[config.mk]
export PLATFORM = sky130hd
export DESIGN_NAME = gbank_top
export DESIGN_NICKNAME = d
export VERILOG_FILES = /design/src/rtl/gbank_pkg.sv /design/src/rtl/gbank_ctrl.sv /design/src/rtl/gbank_dp.sv /design/src/rtl/gbank_top.sv
export SDC_FILE = /design/constraint.sdc
export NUM_CORES = 2
export LEC_CHECK = 0
export BUFFER_PORTS_ARGS = -buffer_cell sky130_fd_sc_hd__buf_2
export CAP_MARGIN = 20
export CORE_MARGIN = 2
export CORE_UTILIZATION = 50
export DETAILED_ROUTE_END_ITERATION = 16
export PLACE_DENSITY_LB_ADDON = 0.08
export SYNTH_ARGS = -nofsm -noshare
export SYNTH_HDL_FRONTEND = slang
export SYNTH_SLANG_ARGS = --single-unit
[constraint.sdc]
create_clock -name clk -period 5.5 [get_ports clk]
set_input_delay 0.55 -clock clk [delete_from_list [all_inputs] [get_ports clk]]
set_output_delay 0.55 -clock clk [all_outputs]
set_load 0.02 [all_outputs]
[src/rtl/gbank_pkg.sv]
package gbank_pkg;
  localparam int NUM_BANKS = 4;
  localparam int STATE_W = 12;
  localparam logic [STATE_W-1:0] STATE_KEEP = 12'hF3F;
  localparam int SEL_ALT_BIT = 0;
  localparam int SEL_MMU_BIT = 10;
  localparam int SEL_INTR_BIT = 11;

  typedef enum logic [1:0] {
    BANK_NORMAL = 2'd0,
    BANK_ALT    = 2'd1,
    BANK_MMU    = 2'd2,
    BANK_INTR   = 2'd3
  } bank_e;

  typedef struct packed {
    logic  regWe;
    bank_e bank;
  } gbank_strobe_t;

  function automatic bank_e decodeBank(logic [STATE_W-1:0] s);
    bank_e b;
    case ({s[SEL_INTR_BIT], s[SEL_MMU_BIT], s[SEL_ALT_BIT]})
      3'b001:  b = BANK_ALT;
      3'b010:  b = BANK_MMU;
      3'b100:  b = BANK_INTR;
      default: b = BANK_NORMAL;
    endcase
    return b;
  endfunction
endpackage

[src/rtl/gbank_ctrl.sv]
module gbank_ctrl
  import gbank_pkg::*;
#(
  parameter bit ALT_OFF = 1'b0
) (
  input  logic               clk,
  input  logic               rstN,
  input  logic               wrEn,
  input  logic               stateWrEn,
  input  logic [STATE_W-1:0] stateWrData,
  output logic [STATE_W-1:0] stateQ,
  output gbank_strobe_t      strobe
);
  localparam logic [STATE_W-1:0] ALT_CLR = ~(STATE_W'(1) << SEL_ALT_BIT);
  localparam logic [STATE_W-1:0] WR_MASK = ALT_OFF ? (STATE_KEEP & ALT_CLR) : STATE_KEEP;

  logic [STATE_W-1:0] stateNext;

  always_comb begin
    stateNext = stateQ;
    if (stateWrEn) stateNext = stateWrData & WR_MASK;
  end

  always_ff @(posedge clk or negedge rstN) begin
    if (!rstN) stateQ <= '0;
    else       stateQ <= stateNext;
  end

  // The bank follows the stored state, so a same-cycle register write
  // lands in the bank that is still active (the outgoing one).
  always_comb begin
    strobe.regWe = wrEn;
    strobe.bank  = decodeBank(stateQ);
  end
endmodule

[src/rtl/gbank_dp.sv]
module gbank_dp
  import gbank_pkg::*;
#(
  parameter int DATA_W = 64,
  parameter int NUM_REGS = 8,
  localparam int ADDR_W = $clog2(NUM_REGS)
) (
  input  logic              clk,
  input  logic              rstN,
  input  gbank_strobe_t     strobe,
  input  logic [ADDR_W-1:0] wrAddr,
  input  logic [DATA_W-1:0] wrData,
  input  logic [ADDR_W-1:0] rdAddrA,
  output logic [DATA_W-1:0] rdDataA,
  input  logic [ADDR_W-1:0] rdAddrB,
  output logic [DATA_W-1:0] rdDataB
);
  logic [DATA_W-1:0] regFile [NUM_BANKS][NUM_REGS];

  for (genvar b = 0; b < NUM_BANKS; b++) begin : g_bank
    for (genvar r = 0; r < NUM_REGS; r++) begin : g_reg
      logic hit;
      assign hit = strobe.regWe && (strobe.bank == bank_e'(b)) && (wrAddr == ADDR_W'(r));
      always_ff @(posedge clk or negedge rstN) begin
        if (!rstN)    regFile[b][r] <= '0;
        else if (hit) regFile[b][r] <= wrData;
      end
    end
  end

  assign rdDataA = regFile[strobe.bank][rdAddrA];
  assign rdDataB = regFile[strobe.bank][rdAddrB];
endmodule

[src/rtl/gbank_top.sv]
module gbank_top
  import gbank_pkg::*;
#(
  parameter int DATA_W = 64,
  parameter int NUM_REGS = 8,
  parameter bit ALT_OFF = 1'b0,
  localparam int ADDR_W = $clog2(NUM_REGS)
) (
  input  logic               clk,
  input  logic               rstN,
  input  logic               wrEn,
  input  logic [ADDR_W-1:0]  wrAddr,
  input  logic [DATA_W-1:0]  wrData,
  input  logic [ADDR_W-1:0]  rdAddrA,
  output logic [DATA_W-1:0]  rdDataA,
  input  logic [ADDR_W-1:0]  rdAddrB,
  output logic [DATA_W-1:0]  rdDataB,
  input  logic               stateWrEn,
  input  logic [STATE_W-1:0] stateWrData,
  output logic [STATE_W-1:0] stateOut
);
  gbank_strobe_t strobe;

  gbank_ctrl #(.ALT_OFF(ALT_OFF)) ctrl_i (
    .clk(clk), .rstN(rstN), .wrEn(wrEn),
    .stateWrEn(stateWrEn), .stateWrData(stateWrData),
    .stateQ(stateOut), .strobe(strobe)
  );

  gbank_dp #(.DATA_W(DATA_W), .NUM_REGS(NUM_REGS)) dp_i (
    .clk(clk), .rstN(rstN), .strobe(strobe),
    .wrAddr(wrAddr), .wrData(wrData),
    .rdAddrA(rdAddrA), .rdDataA(rdDataA),
    .rdAddrB(rdAddrB), .rdDataB(rdDataB)
  );
endmodule

# Word-level counts from Yosys, hierarchy flattened
# Cells that the tools add are included.
# totals
in_bits,89
memories,0
mem_bits_ro,0
latchBits,0
wordCells,100
ram_bits,0
out_inout_bits,140
register_bits,2058
# classes
shifts,0
reduce_logical,38
eq_ne,13
n_bitwise,3
mul,0
add_sub_neg,0
n_lt_le_gt_ge,3
n_div,0
mux,10
# ops
operator,count
512-bit binary-select mux with 2-bit select,1
512-bit 2-to-1 mux,2
64-bit binary-select mux with 3-bit select,2
64-bit 2-to-1 mux,4
1-bit logical AND,36
3-bit equality test (second input constant),5
3-bit by 2-bit equality test with 1-bit output (second input constant),3
4-bit >= comparator (second input constant),2
3-bit NOT with 4-bit output,2
3-bit by 1-bit equality test with 1-bit output (second input constant),2
2-bit one-hot mux with 3 select lines,1
2-bit equality test (second input constant),2
3-bit >= comparator (second input constant),1
3-bit logical NOT,1
2-bit NOT with 3-bit output,1
2-bit by 1-bit equality test with 1-bit output (second input constant),1
2-bit logical NOT,1

# Longest topological paths before layout
# logic_depth
depth_word,9
mapped_depth,11
depth_no_buf,5

# Cells and area by module
# Synthesis repeated with hierarchy kept, for this count alone.
# hier_totals
hier_cells,6939
area_unflattened_um2,104702.9
# modules_own_cells
module,cells_per_inst,area_each_um2,seq_area_each_um2,n_inst
gbank_dp,6910,104240.0,51249.2,1
gbank_ctrl,29,462.9,250.2,1

# Worst setup path after synthesis
# OpenSTA, ideal clock, no wires.
# synth_path
kind,reg-to-output
startpoint,register ctrl_i.stateQ[0]
endpoint,output port rdDataB[0]
path_stages_with_launch,10
n_path_buf,4
required_ps,4950
slack_ps,2082
arrival_ps,2868
path_cell_list,dfrtp_1 -> buf_6 -> nor3b_4 -> buf_2 -> buf_4 -> buf_2 -> nand2_1 -> nand4_1 -> a41oi_1 -> a2111oi_0
# synth_via
elab_chain_cells,9
elab_cells_between_ends,11
cone_classes,eq/ne: 3; mux: 7; bitwise: 1
# synth_rtl
element,line,source
start: declaration,gbank_ctrl.sv:11,"output logic [STATE_W-1:0] stateQ,"
start signal: assignment,gbank_ctrl.sv:26,else stateQ <= stateNext;
3-bit equality test (tied with other cells),gbank_pkg.sv:23,"case ({s[SEL_INTR_BIT], s[SEL_MMU_BIT], s[SEL_ALT_BIT]})"
2-bit one-hot mux with 3 select lines *,gbank_pkg.sv:23,
2-bit NOT with 3-bit output (not written as such) *,gbank_dp.sv:32,assign rdDataB = regFile[strobe.bank][rdAddrB];
512-bit binary-select mux with 2-bit select *,gbank_dp.sv:32,
512-bit 2-to-1 mux (not written as such) * (2 in a row),gbank_dp.sv:32,
64-bit binary-select mux with 3-bit select *,gbank_dp.sv:32,
64-bit 2-to-1 mux (not written as such) * (2 in a row),gbank_dp.sv:32,
end: declaration,gbank_top.sv:17,"output logic [DATA_W-1:0] rdDataB,"
# Mark *: on every way between the ends. The rest lies on a longest branch, timed or not. The select of a mux whose other input is x is not followed.

# Final worst setup path
# layout_path
startpoint,register ctrl_i.stateQ[11]
endpoint,output port rdDataB[1]
# Same word-level chain as after synthesis.

==> results.env <==
RELSLEWSLACK=0.1576
YS.FLOP_TYPE='dfrtp_1'
DIE_HEIGHT_UM=454.6
YS.WARNINGS.COUNT=0
HOLD-PATH-CELL-COUNT=3
PEAK_IR_DROP_ON_THE_VDD_NETWORK_uV=378.4
CLK_PIN_SLEW_NS=0.06
TIMING.HOLD.WORST.CLASS='input port to flop'
DRV.MAX_CAP_VIOLATION_COUNT=0
SYNTH_CELLS=8489
GRT_FIRST_PASS_WIRELENGTH_UM=536400
PLACEMENT.CELL_AREA_UM2=105100
POST-CTS-SETUP-BUFFER-COUNT=0
IOS=229
COUNT_OF_BUFFERS_INSERTED_AT_THE_TOP_LEVEL_PORTS=224
SYN_AREA_UM2=101500
SYNTH.DISTINCT_CELLS=74
RSZ0062_AT_GRT='no'
COREAREA_UM2=201900
REG2REG_DEPTH=6
ASYNC_FLOP_SHARE=1.000
ANTENNA_VIOLATIONS_BEFORE_REPAIR=45
MAX_CLOCK_FREQ_MHz=184.0
GPL.FINAL_WEIGHTED_CONGESTION=0.8396
GLOBAL_ROUTE_USAGE_OVER_ALL_LAYERS=0.3550
DPL_WORST_SLACK_NS=1.082
NNETSFINAL=8369
FLOORPLAN.ROWS=165
TIMING.FINAL.CRIT_SHARE=0.9879
VIA_DENSITY=6.849
CTS_TREE='built'
TIMING.HOLD.WORST.START='stateWrEn'
DRC=0
PLACE.DETAILED.HPWL_UM=206500
WORST_PATH_ARRIVAL_NS=4.88
CTS_BUFS_INSERTED=221
FINALWIRELENGTH_UM=371800
POSTSYNTHREGISTERBITS=2058
NUM_CLOCK_SINKS=2058
FLOORPLAN.DIE_AREA_UM2=206600
TIMING.FINAL.SETUP_VIOLATIONS=0
DRIVE_GT1_FRAC=0.3518
CLKLATENCYLATEPIN_NS=0.88
SYN_AREA_PER_CELL_UM2=11.96
CLOCKBUFFERDEPTH=3
ROUTED-VIA-COUNT=76410
STATIC-LEAKAGE-POWER_nW=49.35
FRACTION_OF_THE_YOSYS_AREA_TAKEN_BY_SEQUENTIAL_CELLS=0.5074
HOLD_VIOLATIONS=0
CRITICAL_PATH_CELL_LIST='buf_4, o21a_4, buf_12, a221oi_1, mux4_2, a2111oi_2, buf_2'
POSTLAYOUTSETUPSLACKWORST_NS=0.06662
CRITICAL_PATH.MAX_STAGE_DELAY_NS=0.93
DIE-WIDTH_UM=454.6
CLOCKROOTBUFFER='clkbuf_16'
HOLD_END='ctrl_i.stateQ[11]'
MAXIMUM_NUMBER_OF_PINS_ON_ONE_NET_BEFORE_GLOBAL_ROUTE_REPAIR=176
CRIT_PATH_TOP_DELAY_CELL='a2111oi_2'
REGISTER_TO_REGISTER_PATH_SETUP_SLACK_NS=1.45
SYNTH-EDFF-COUNT=0
GRT.OVERFLOW.TOTAL=0
LAYOUT_STAGE_AREA_GROWTH_OVER_THE_SYNTHESIS_RESULT_PCT=10.93
HOLDWS_NS=0.09131
CTSHTREEMAXLEVEL=4
WL_PER_CELL_UM=33.33
OUTCOME='finished, final reports clean'
FIN_WORST_SKEW_NS=0.04078
SETUP_TOTAL_NEGATIVE_SLACK_NS=0
RR_ENDPOINT='dp_i.regFile[2030]'
WORST-ENDPOINT-REQUIRED_NS=4.95
MAXSLEWVIOLCOUNT=0
DETAILEDROUTE.FIRSTPASSITERATIONCOUNT=6
FINALWORSTPATHREQUIREDPERIOD_NS=5.433
POSTLAYOUTCELLAREA_UM2=112600
CP_MAX_FO=31
PATH_CLASS='flop to output port'
R2R-START='ctrl_i.stateQ[11]'
INITIAL_CORE_UTIL=0.5027
WORSTSETUPSTARTPOINTTYPE='flop'
ANTENNA_VIOLATING_NETS_POST_ROUTE=0
INITIALDRTVIOLATIONCOUNT=7541
P_PER_AREA_nW_PER_UM2=399.8
GRT_PASS1_VIAS=75830
WORSTMARGINPINSLEW_NS=1.262
CRITICAL_PATH.ENDPOINT_TYPE='output port'
## Yosys cell counts, drive strengths merged (114+ instances only)
master  number  area [um^2]
a221o      139         1391
a31oi      114        713.2
buf        450         2414
clkbuf     489         1836
dfrtp     2058        51500
inv        119        446.7
mux2      2057        23160
nand2      682         2560
nand3b     155         1164
nand4      376         2352
nor4bb     129         1291
o211ai     395         2965
o22ai      234         1464
## report_power, final
part / internal [mW] / leakage [nW] / switching, mW / total (mW)
logic: 4.50 / 19.0 / 5.37 / 9.87
registers: 18.4 / 26.7 / 1.63 / 20.1
clock network: 8.73 / 3.62 / 6.35 / 15.1
total: 31.7 / 49.4 / 13.4 / 45.0
## critical path: cells and delay by family, from the launching register on
kind	cells	cell delay [ns]
AOI/OAI and AO/OA	3	1.60
buffers and inverters	3	1.10
DFF	1	0.74
muxes	1	0.50
## state kept, by name, indices dropped and copies added, names as in the netlist
| signal | cells |
|---|---|
| ctrl_i.stateQ | 10 |
| dp_i.regFile | 2048 |
## worst max path at each step
stage                                 start           to  slack (ns)
final                     ctrl_i.stateQ[11]   rdDataB[1]        0.07
after global routing      ctrl_i.stateQ[11]   rdDataB[1]        0.01
after CTS                 ctrl_i.stateQ[11]  rdDataB[19]        0.12
after detailed placement  ctrl_i.stateQ[11]  rdDataB[19]        1.08
after global placement    ctrl_i.stateQ[11]  rdDataB[19]        1.08
after floorplan            ctrl_i.stateQ[0]   rdDataB[0]        2.08
## stage by stage
step	std cells	utilization	power, mW
3_5_place_dp	10720	0.5206	30.05
4_1_cts	11130	0.5573	45.08
3_3_place_gp	10710	0.5204	29.62
6_report	11160	0.5576	45.01
2_1_floorplan	8490	-	26.71
5_1_grt	11150	0.5575	46.84
## layout by cell type, fill, tap and decap left out, types with 20 or more instances in the layout
| cell type | instances |
|---|---|
| nand3b_1 | 155 |
| a21oi_1 | 75 |
| dfrtp_1 | 2055 |
| clkbuf_16 | 225 |
| clkbuf_1 | 53 |
| buf_2 | 222 |
| o22a_1 | 65 |
| o221ai_1 | 27 |
| nand3_1 | 43 |
| nor2_4 | 20 |
| buf_12 | 79 |
| a22oi_1 | 35 |
| o22ai_1 | 234 |
| nor3_1 | 45 |
| mux2_2 | 2014 |
| nor2b_1 | 71 |
| a221oi_1 | 58 |
| o21ai_0 | 99 |
| clkbuf_8 | 66 |
| clkinv_2 | 37 |
| diode_2 | 23 |
| a221o_1 | 139 |
| a31oi_1 | 114 |
| nand4_1 | 376 |
| nor4bb_1 | 129 |
| a211oi_1 | 33 |
| buf_4 | 192 |
| a32oi_1 | 87 |
| inv_1 | 119 |
| nand2_1 | 672 |
| o211ai_1 | 395 |
| o2111ai_1 | 63 |
| nor2_1 | 30 |
| and3b_1 | 98 |
| mux2_1 | 43 |
## area by class of cell
cell class	instances	area (um^2)
Antenna cell	23	57.56
Clock buffer	344	6738
Clock inverter	59	558.0
Fill cell	17090	89310
Inverter	120	455.4
Multi-Input combinational cell	5373	45660
Sequential cell	2058	51510
Tap cell	2672	3343
Timing Repair Buffer	506	4267
## layer usage
metal  part of all wire  GRT usage
met5            0.00034          0
met4              0.053     0.1775
met3              0.076    0.06053
met2               0.46     0.5561
met1               0.41     0.4770
## repair_timing
action                                 4_1_cts  5_1_grt
endpoints found under the hold margin       86        0
hold buffers                                11        0
resized for setup                            0        0
## cells by family after synthesis
logic type / Yosys count / synth area share
buffers and inverters: 1059 / 0.04630
XOR/XNOR: 1 / 0.0002712
other: 1 / 0.00003695
flip-flops: 2058 / 0.5074
AND/OR/NAND/NOR: 1764 / 0.09982
multiplexers: 2089 / 0.2335
AO/OA/AOI/OAI: 1517 / 0.1127
Note: power is estimated with default switching activity, not from simulation.
